## config.mk

```make
export PLATFORM = sky130hd
export DESIGN_NAME = coh_cache_ctrl
export DESIGN_NICKNAME = d
export VERILOG_FILES = /design/src/rtl/coh_pkg.sv /design/src/rtl/coh_line_store.sv /design/src/rtl/coh_probe_unit.sv /design/src/rtl/coh_ctrl_fsm.sv /design/src/rtl/coh_cache_ctrl.sv
export SDC_FILE = /design/constraint.sdc
export NUM_CORES = 1
export LEC_CHECK = 0
export CORE_AREA = 2 2 164 166
export DETAILED_ROUTE_END_ITERATION = 6
export DIE_AREA = 0 0 166 168
export PLACE_DENSITY = 0.81
export SETUP_SLACK_MARGIN = 0.4
export SLEW_MARGIN = 20
export SYNTH_ARGS = -nofsm -noshare
export SYNTH_HDL_FRONTEND = slang
export SYNTH_SLANG_ARGS = --single-unit
```

## constraint.sdc

```tcl
create_clock -name clk -period 8.3 [get_ports clk]
set_input_delay 1.245 -clock clk [delete_from_list [all_inputs] [get_ports clk]]
set_output_delay 1.245 -clock clk [all_outputs]
set_load 0.02 [all_outputs]
```

## src/rtl/coh_pkg.sv

```systemverilog
package coh_pkg;

    typedef enum logic [1:0] {
        LN_INV = 2'd0,
        LN_SHR = 2'd1,
        LN_EXC = 2'd2
    } line_st_e;

    typedef enum logic [1:0] {
        OUT_RD_MISS = 2'd0,
        OUT_WR_MISS = 2'd1,
        OUT_WRBACK  = 2'd2
    } out_kind_e;

    typedef enum logic [1:0] {
        IN_INVAL     = 2'd0,
        IN_FETCH     = 2'd1,
        IN_FETCH_INV = 2'd2,
        IN_REPLY     = 2'd3
    } in_kind_e;

    typedef enum logic [1:0] {
        FS_IDLE   = 2'd0,
        FS_VICTIM = 2'd1,
        FS_MISS   = 2'd2,
        FS_WAIT   = 2'd3
    } fsm_st_e;

endpackage

```

## src/rtl/coh_line_store.sv

```systemverilog
module coh_line_store
    import coh_pkg::*;
#(
    parameter int IDX_W  = 2,
    parameter int TAG_W  = 6,
    parameter int LINE_W = 32
) (
    input  logic              clk,
    input  logic              rst_n,
    input  logic [IDX_W-1:0]  a_idx,
    output line_st_e          a_st,
    output logic [TAG_W-1:0]  a_tag,
    output logic [LINE_W-1:0] a_data,
    input  logic [IDX_W-1:0]  b_idx,
    output line_st_e          b_st,
    output logic [TAG_W-1:0]  b_tag,
    output logic [LINE_W-1:0] b_data,
    input  logic              we,
    input  logic [IDX_W-1:0]  w_idx,
    input  line_st_e          w_st,
    input  logic [TAG_W-1:0]  w_tag,
    input  logic [LINE_W-1:0] w_data
);
    localparam int LINES = 1 << IDX_W;

    line_st_e          st_q  [LINES];
    logic [TAG_W-1:0]  tag_q [LINES];
    logic [LINE_W-1:0] dat_q [LINES];

    always_ff @(posedge clk or negedge rst_n) begin
        if (!rst_n) begin
            for (int i = 0; i < LINES; i++) begin
                st_q[i]  <= LN_INV;
                tag_q[i] <= '0;
                dat_q[i] <= '0;
            end
        end else if (we) begin
            st_q[w_idx]  <= w_st;
            tag_q[w_idx] <= w_tag;
            dat_q[w_idx] <= w_data;
        end
    end

    assign a_st   = st_q[a_idx];
    assign a_tag  = tag_q[a_idx];
    assign a_data = dat_q[a_idx];
    assign b_st   = st_q[b_idx];
    assign b_tag  = tag_q[b_idx];
    assign b_data = dat_q[b_idx];

endmodule

```

## src/rtl/coh_probe_unit.sv

```systemverilog
module coh_probe_unit
    import coh_pkg::*;
#(
    parameter int TAG_W = 6
) (
    input  logic             dir_valid,
    input  logic [1:0]       dir_kind,
    input  logic [TAG_W-1:0] dir_tag,
    input  line_st_e         ln_st,
    input  logic [TAG_W-1:0] ln_tag,
    output logic             take,
    output logic             upd,
    output line_st_e         new_st,
    output logic             wb
);
    logic hit;

    always_comb begin
        take   = dir_valid && (dir_kind != IN_REPLY);
        hit    = (ln_st != LN_INV) && (ln_tag == dir_tag);
        upd    = 1'b0;
        new_st = ln_st;
        wb     = 1'b0;
        if (take && hit) begin
            unique case (in_kind_e'(dir_kind))
                IN_INVAL: begin
                    upd    = 1'b1;
                    new_st = LN_INV;
                end
                IN_FETCH: begin
                    if (ln_st == LN_EXC) begin
                        upd    = 1'b1;
                        new_st = LN_SHR;
                        wb     = 1'b1;
                    end
                end
                IN_FETCH_INV: begin
                    upd    = 1'b1;
                    new_st = LN_INV;
                    wb     = (ln_st == LN_EXC);
                end
                default: ;
            endcase
        end
    end

endmodule

```

## src/rtl/coh_ctrl_fsm.sv

```systemverilog
module coh_ctrl_fsm
    import coh_pkg::*;
#(
    parameter int ADDR_W = 10,
    parameter int IDX_W  = 2,
    parameter int OFF_W  = 2,
    parameter int WORD_W = 8
) (
    input  logic                      clk,
    input  logic                      rst_n,
    input  logic                      cpu_req,
    input  logic                      cpu_we,
    input  logic [ADDR_W-1:0]         cpu_addr,
    input  logic [WORD_W-1:0]         cpu_wdata,
    input  logic                      probe_take,
    input  logic                      reply_valid,
    input  logic [(WORD_W<<OFF_W)-1:0] reply_data,
    input  line_st_e                  ln_st,
    input  logic [ADDR_W-OFF_W-IDX_W-1:0] ln_tag,
    input  logic [(WORD_W<<OFF_W)-1:0] ln_data,
    output fsm_st_e                   st_q,
    output logic                      done,
    output logic [WORD_W-1:0]         rdata,
    output logic                      m_valid,
    output logic [1:0]                m_kind,
    output logic [ADDR_W-OFF_W-1:0]   m_addr,
    output logic [(WORD_W<<OFF_W)-1:0] m_data,
    output logic                      w_en,
    output line_st_e                  w_st,
    output logic [ADDR_W-OFF_W-IDX_W-1:0] w_tag,
    output logic [(WORD_W<<OFF_W)-1:0] w_data
);
    localparam int LINE_W = WORD_W << OFF_W;
    localparam int BLK_W  = ADDR_W - OFF_W;
    localparam int TAG_W  = BLK_W - IDX_W;

    fsm_st_e           st_d;
    logic              go_miss;
    logic [BLK_W-1:0]  vict_blk_q;
    logic [LINE_W-1:0] vict_data_q;

    logic [TAG_W-1:0]  req_tag;
    logic [IDX_W-1:0]  req_idx;
    logic [OFF_W-1:0]  req_off;
    logic [BLK_W-1:0]  req_blk;
    logic              tag_hit;
    logic              can_serve;

    assign req_tag   = cpu_addr[ADDR_W-1 -: TAG_W];
    assign req_idx   = cpu_addr[OFF_W +: IDX_W];
    assign req_off   = cpu_addr[OFF_W-1:0];
    assign req_blk   = cpu_addr[ADDR_W-1:OFF_W];
    assign tag_hit   = (ln_st != LN_INV) && (ln_tag == req_tag);
    assign can_serve = cpu_we ? (tag_hit && ln_st == LN_EXC) : tag_hit;

    function automatic logic [LINE_W-1:0] put_word(
        input logic [LINE_W-1:0] line,
        input logic [OFF_W-1:0]  off,
        input logic [WORD_W-1:0] w
    );
        logic [LINE_W-1:0] r;
        r = line;
        r[off*WORD_W +: WORD_W] = w;
        return r;
    endfunction

    // State register
    always_ff @(posedge clk or negedge rst_n) begin
        if (!rst_n) st_q <= FS_IDLE;
        else        st_q <= st_d;
    end

    // Victim holding registers
    always_ff @(posedge clk or negedge rst_n) begin
        if (!rst_n) begin
            vict_blk_q  <= '0;
            vict_data_q <= '0;
        end else if (go_miss) begin
            vict_blk_q  <= {ln_tag, req_idx};
            vict_data_q <= ln_data;
        end
    end

    // Next state and outputs
    always_comb begin
        st_d    = st_q;
        go_miss = 1'b0;
        done    = 1'b0;
        rdata   = ln_data[req_off*WORD_W +: WORD_W];
        m_valid = 1'b0;
        m_kind  = OUT_RD_MISS;
        m_addr  = req_blk;
        m_data  = '0;
        w_en    = 1'b0;
        w_st    = ln_st;
        w_tag   = ln_tag;
        w_data  = ln_data;
        unique case (st_q)
            FS_IDLE: begin
                if (cpu_req && !probe_take) begin
                    if (can_serve) begin
                        done = 1'b1;
                        if (cpu_we) begin
                            rdata  = cpu_wdata;
                            w_en   = 1'b1;
                            w_data = put_word(ln_data, req_off, cpu_wdata);
                        end
                    end else begin
                        go_miss = 1'b1;
                        w_en    = 1'b1;
                        w_st    = LN_INV;
                        st_d    = (ln_st == LN_EXC && ln_tag != req_tag) ? FS_VICTIM : FS_MISS;
                    end
                end
            end
            FS_VICTIM: begin
                if (!probe_take) begin
                    m_valid = 1'b1;
                    m_kind  = OUT_WRBACK;
                    m_addr  = vict_blk_q;
                    m_data  = vict_data_q;
                    st_d    = FS_MISS;
                end
            end
            FS_MISS: begin
                if (!probe_take) begin
                    m_valid = 1'b1;
                    m_kind  = cpu_we ? OUT_WR_MISS : OUT_RD_MISS;
                    st_d    = FS_WAIT;
                end
            end
            FS_WAIT: begin
                if (reply_valid) begin
                    done  = 1'b1;
                    w_en  = 1'b1;
                    w_tag = req_tag;
                    if (cpu_we) begin
                        w_st   = LN_EXC;
                        w_data = put_word(reply_data, req_off, cpu_wdata);
                        rdata  = cpu_wdata;
                    end else begin
                        w_st   = LN_SHR;
                        w_data = reply_data;
                        rdata  = reply_data[req_off*WORD_W +: WORD_W];
                    end
                    st_d = FS_IDLE;
                end
            end
        endcase
    end

endmodule

```

## src/rtl/coh_cache_ctrl.sv

```systemverilog
module coh_cache_ctrl
    import coh_pkg::*;
#(
    parameter int ADDR_W = 10,
    parameter int IDX_W  = 2,
    parameter int OFF_W  = 2,
    parameter int WORD_W = 8
) (
    input  logic                       clk,
    input  logic                       rst_n,
    input  logic                       cpu_req,
    input  logic                       cpu_we,
    input  logic [ADDR_W-1:0]          cpu_addr,
    input  logic [WORD_W-1:0]          cpu_wdata,
    output logic                       cpu_stall,
    output logic                       cpu_done,
    output logic [WORD_W-1:0]          cpu_rdata,
    input  logic                       dir_valid,
    input  logic [1:0]                 dir_kind,
    input  logic [ADDR_W-OFF_W-1:0]    dir_addr,
    input  logic [(WORD_W<<OFF_W)-1:0] dir_data,
    output logic                       msg_valid,
    output logic [1:0]                 msg_kind,
    output logic [ADDR_W-OFF_W-1:0]    msg_addr,
    output logic [(WORD_W<<OFF_W)-1:0] msg_data
);
    localparam int LINE_W = WORD_W << OFF_W;
    localparam int BLK_W  = ADDR_W - OFF_W;
    localparam int TAG_W  = BLK_W - IDX_W;

    line_st_e          a_st, b_st;
    logic [TAG_W-1:0]  a_tag, b_tag;
    logic [LINE_W-1:0] a_data, b_data;

    logic              p_take, p_upd, p_wb;
    line_st_e          p_st;

    fsm_st_e           fsm_st;
    logic              f_valid, f_we;
    logic [1:0]        f_kind;
    logic [BLK_W-1:0]  f_addr;
    logic [LINE_W-1:0] f_data, f_wdata;
    line_st_e          f_wst;
    logic [TAG_W-1:0]  f_wtag;

    logic              s_we;
    logic [IDX_W-1:0]  s_idx;
    line_st_e          s_st;
    logic [TAG_W-1:0]  s_tag;
    logic [LINE_W-1:0] s_data;

    coh_line_store #(.IDX_W(IDX_W), .TAG_W(TAG_W), .LINE_W(LINE_W)) u_store (
        .clk    (clk),
        .rst_n  (rst_n),
        .a_idx  (cpu_addr[OFF_W +: IDX_W]),
        .a_st   (a_st),
        .a_tag  (a_tag),
        .a_data (a_data),
        .b_idx  (dir_addr[IDX_W-1:0]),
        .b_st   (b_st),
        .b_tag  (b_tag),
        .b_data (b_data),
        .we     (s_we),
        .w_idx  (s_idx),
        .w_st   (s_st),
        .w_tag  (s_tag),
        .w_data (s_data)
    );

    coh_probe_unit #(.TAG_W(TAG_W)) u_probe (
        .dir_valid (dir_valid),
        .dir_kind  (dir_kind),
        .dir_tag   (dir_addr[BLK_W-1:IDX_W]),
        .ln_st     (b_st),
        .ln_tag    (b_tag),
        .take      (p_take),
        .upd       (p_upd),
        .new_st    (p_st),
        .wb        (p_wb)
    );

    coh_ctrl_fsm #(.ADDR_W(ADDR_W), .IDX_W(IDX_W), .OFF_W(OFF_W), .WORD_W(WORD_W)) u_fsm (
        .clk         (clk),
        .rst_n       (rst_n),
        .cpu_req     (cpu_req),
        .cpu_we      (cpu_we),
        .cpu_addr    (cpu_addr),
        .cpu_wdata   (cpu_wdata),
        .probe_take  (p_take),
        .reply_valid (dir_valid && dir_kind == IN_REPLY),
        .reply_data  (dir_data),
        .ln_st       (a_st),
        .ln_tag      (a_tag),
        .ln_data     (a_data),
        .st_q        (fsm_st),
        .done        (cpu_done),
        .rdata       (cpu_rdata),
        .m_valid     (f_valid),
        .m_kind      (f_kind),
        .m_addr      (f_addr),
        .m_data      (f_data),
        .w_en        (f_we),
        .w_st        (f_wst),
        .w_tag       (f_wtag),
        .w_data      (f_wdata)
    );

    // Store write port: directory requests take precedence
    always_comb begin
        if (p_upd) begin
            s_we   = 1'b1;
            s_idx  = dir_addr[IDX_W-1:0];
            s_st   = p_st;
            s_tag  = b_tag;
            s_data = b_data;
        end else begin
            s_we   = f_we;
            s_idx  = cpu_addr[OFF_W +: IDX_W];
            s_st   = f_wst;
            s_tag  = f_wtag;
            s_data = f_wdata;
        end
    end

    // Outgoing message: probe write-back or sequencer message
    always_comb begin
        if (p_wb) begin
            msg_valid = 1'b1;
            msg_kind  = OUT_WRBACK;
            msg_addr  = dir_addr;
            msg_data  = b_data;
        end else begin
            msg_valid = f_valid;
            msg_kind  = f_kind;
            msg_addr  = f_addr;
            msg_data  = f_data;
        end
    end

    assign cpu_stall = cpu_req && !cpu_done;

endmodule

```

==> flow_summary.toml <==
[setup_path]
worstReg2RegEnd = "u_store.dat_q[117]"
end_kind = "primary output"
timing.critical_path.buf_inv = 4
arrival_ns = 5.41
cp_slowest_cell = "clkdlybuf4s50_1"
critPathLaunchType = "input pin"
crit_type = "in2out"
cp_data_required_time_ns = 7.05
crit_chain = "clkdlybuf4s50_1 > clkinv_1 > mux2_2 > nand2_1 > nor3_1 > a21oi_1 > inv_1 > a32oi_1 > o21ai_0 > clkdlybuf4s50_1"
rr_startpoint = "u_fsm.st_q[0]"
cp_max_fo = 19
critPathMostFrequentCell = "clkdlybuf4s50_1"
r2r_setup_slack_ns = 3.94
slowest_delay_ns = 0.99
rr_worst_depth = 8
path_depth = 10
critPathTopFamily = "buffers and inverters"

[grt]
track_usage = 0.2919
grt_pass1_wl_um = 63940
grt_max_degree = 81
overflow = 0
grt_antenna_before_repair = 0
grt_pass1_vias = 11040

[power_and_ir_drop]
leakage_nw = 6.677
finalPower_w = 0.003356
swShare = 0.3574
comb_power_share = 0.349
pwr-share-seq = 0.363
pwr-share-clk = 0.288
p_per_area_mw_per_mm2 = 215.3
power_switching_w = 0.001200
p_int_w = 0.002157
ir_drop_uv = 182.8

[cells_and_area]
area_growth_syn_to_layout_pct = 15.73
multi_input_area_mm2 = 0.007976
seqCellArea_mm2 = 0.005055
insertedDiodeCount = 0
fin_nets = 1298
drive_gt1_frac = 0.2699
fill_cells = 2118

[synthesis]
synth_top_area_frac = 0.3753
synth_seq_area_share = 0.3753
yosysMostFrequentCell = "dfrtp_1"
ys_types = 60
synthCells = 1153
synthTopCellsByCount = "dfrtp_1, mux2_2, nand2_1, mux4_2, mux2_1"
synth_area_leaders = "dfrtp_1, mux4_2, mux2_2"
synthXorXnorAreaFrac = 0.01003
synth_top_family_by_area = "multiplexers"
syn-cell-area_mm2 = 0.01347
synth-simple-area-share = 0.08351
ys.flop_type = "dfrtp_1"
syn_avg_cell_area_um2 = 11.68
synth_edf_count = 0
synth-compound-area-share = 0.1346
synth_fp_nets = 1231
synth-async-reset-ratio = 1.000
ys_seq_elements = 202
ys_warn_count = 0
synth_top_area_cell = "dfrtp_1"
synth_adder_area_share = 0.01208
synthMuxAreaShare = 0.3476

[place]
numPortBuffers = 117
hpwl_um = 28430
finalWeightedCongestion = 0.9693

[timing]
worst_pin_slew_ns = 1.050
min_period_ns = 6.658
rsz0062_at_grt = "false"
slew_viol_final = 0
relSlewSlack = 0.2935
setup_viol = 0
setup-tns-final_ns = 0
finalClockSkew_ns = 0.01494
hold_violations = 0
timing.final.crit_share = 0.8021
maxClockFrequency_mhz = 150.2

[floorplanning]
initial_core_util = 0.5112
die_y_um = 168
ios = 118
core_mm2 = 0.02635
die-area_mm2 = 0.02789
dieWidth_um = 166
rows = 60

[drt]
drt_iter0_drc = 1297
drtAntennaViolNets = 0
num_vias = 10840
via_per_inst = 6.880
wl_per_cell_um = 26.16
drc = 0
wirelength_um = 41200
drtPass1Iterations = 7

[clocking]
root_buffer = "clkbuf_16"
cts_buffers = 23
clk_latency_ns = 0.52
tritoncts = "built"
cts_setup_buffers = 0
clk_pin_slew_worst_paths_ns = 0.06
clkSinkCount = 202
ctsResizeCount = 0
cts_buffer_depth = 3
h-tree-depth = 1
cts_hold_buf = 0

[flow_run]
max_cap_viol_count = 0

[run_status]
status = "completed"

[worst_hold_path]
hold_end = "u_fsm.vict_data_q[0]"
min_from = "u_fsm.vict_data_q[0]"
hp-class = "reg2reg"
hold_depth = 2
[tightest hold or removal path, cell delays in order (launching register included)]
cell     delay (ns)
dfrtp_1        0.34
nand2_1        0.05
o21ai_0        0.06
[stage by stage]
| step | hold slack [ns] | cells | util | area [um^2] | setup slack [ns] |
|---|---|---|---|---|---|
| 2_1_floorplan | 0.4502 | 1153 | - | 13470 | 3.277 |
| 4_1_cts | 0.4854 | 1574 | 0.5906 | 15560 | 1.885 |
| 5_1_grt | 0.5233 | 1575 | 0.5915 | 15590 | 1.596 |
| 6_report | 0.4815 | 1575 | 0.5915 | 15590 | 1.642 |
| 3_3_place_gp | 0.4635 | 1534 | 0.5634 | 14850 | 2.094 |
| 3_5_place_dp | 0.4727 | 1535 | 0.5640 | 14860 | 1.900 |
[worst max path at each step]
stage	start	endpoint	slack (ns)
after CTS	cpu_addr[3]	cpu_rdata[5]	1.88
final	cpu_we	cpu_rdata[4]	1.64
after global routing	cpu_we	cpu_rdata[5]	1.60
after floorplan	cpu_addr[2]	cpu_rdata[7]	3.28
after detailed placement	cpu_addr[3]	cpu_rdata[5]	1.90
after global placement	cpu_we	cpu_rdata[4]	2.09
[layer usage]
metal	vias up	GRT usage	wire length (um)
met5	-	0	0
met1	5472	0.3813	16080
met2	622	0.4674	19150
met4	0	0.1474	2351
li1	4585	-	-
met3	157	0.05853	3619
[cell type report]
cell class              instances  share of cell area
repair buffers                138             0.08597
multi-input cells             832              0.5117
clock buffers                  30             0.04182
inverters                      23            0.005539
well taps                     341             0.02737
clock inverters                 9            0.003291
flip-flops and latches        202              0.3243
[cell usage in the layout, fill, tap and decap left out, types with 4 or more instances in the layout]
master	instances
dfrtp_1	202
mux2_2	152
nand2_1	137
clkdlybuf4s50_1	112
mux4_2	92
mux2_1	62
o21ai_0	39
nor2_1	37
a22o_1	36
a21oi_1	35
a221oi_1	25
clkbuf_16	23
a22oi_1	22
inv_1	21
mux2i_1	20
o21ai_1	18
buf_4	18
o221ai_1	15
ha_1	13
nand3_1	12
and4_1	10
xnor2_1	8
nor3_1	8
a221o_1	8
a31oi_1	7
a221oi_2	7
clkinv_2	7
nand2b_1	6
a32oi_1	6
clkbuf_8	6
o22ai_1	5
xnor2_2	4
and2_1	4
nor4_1	4
buf_2	4
[kinds of logic after synthesis]
group           Yosys count
compound gates          244
xor+xnor                 12
fa+ha+maj                13
buf+inv                 119
flops                   202
mux                     326
simple gates            237
[flip-flops by register name, summed over array words and instances (netlist names)]
signal / count
u_fsm.st_q: 2
u_store.tag_q: 24
u_fsm.vict_data_q: 32
u_store.dat_q: 128
u_fsm.vict_blk_q: 8
u_store.st_q: 8
[power by group through the flow]
stage | Clock [W] | Sequential (W) | Combinational, W
after CTS | 0.000979 | 0.00121 | 0.00115
after global placement | 0 | 0.00121 | 0.00111
after detailed placement | 0 | 0.00123 | 0.00114
after floorplan | 0 | 0.00119 | 0.000809
final | 0.000967 | 0.00122 | 0.00117
after global routing | 0.00102 | 0.00123 | 0.00125
Note: power is estimated with default switching activity, not from simulation.
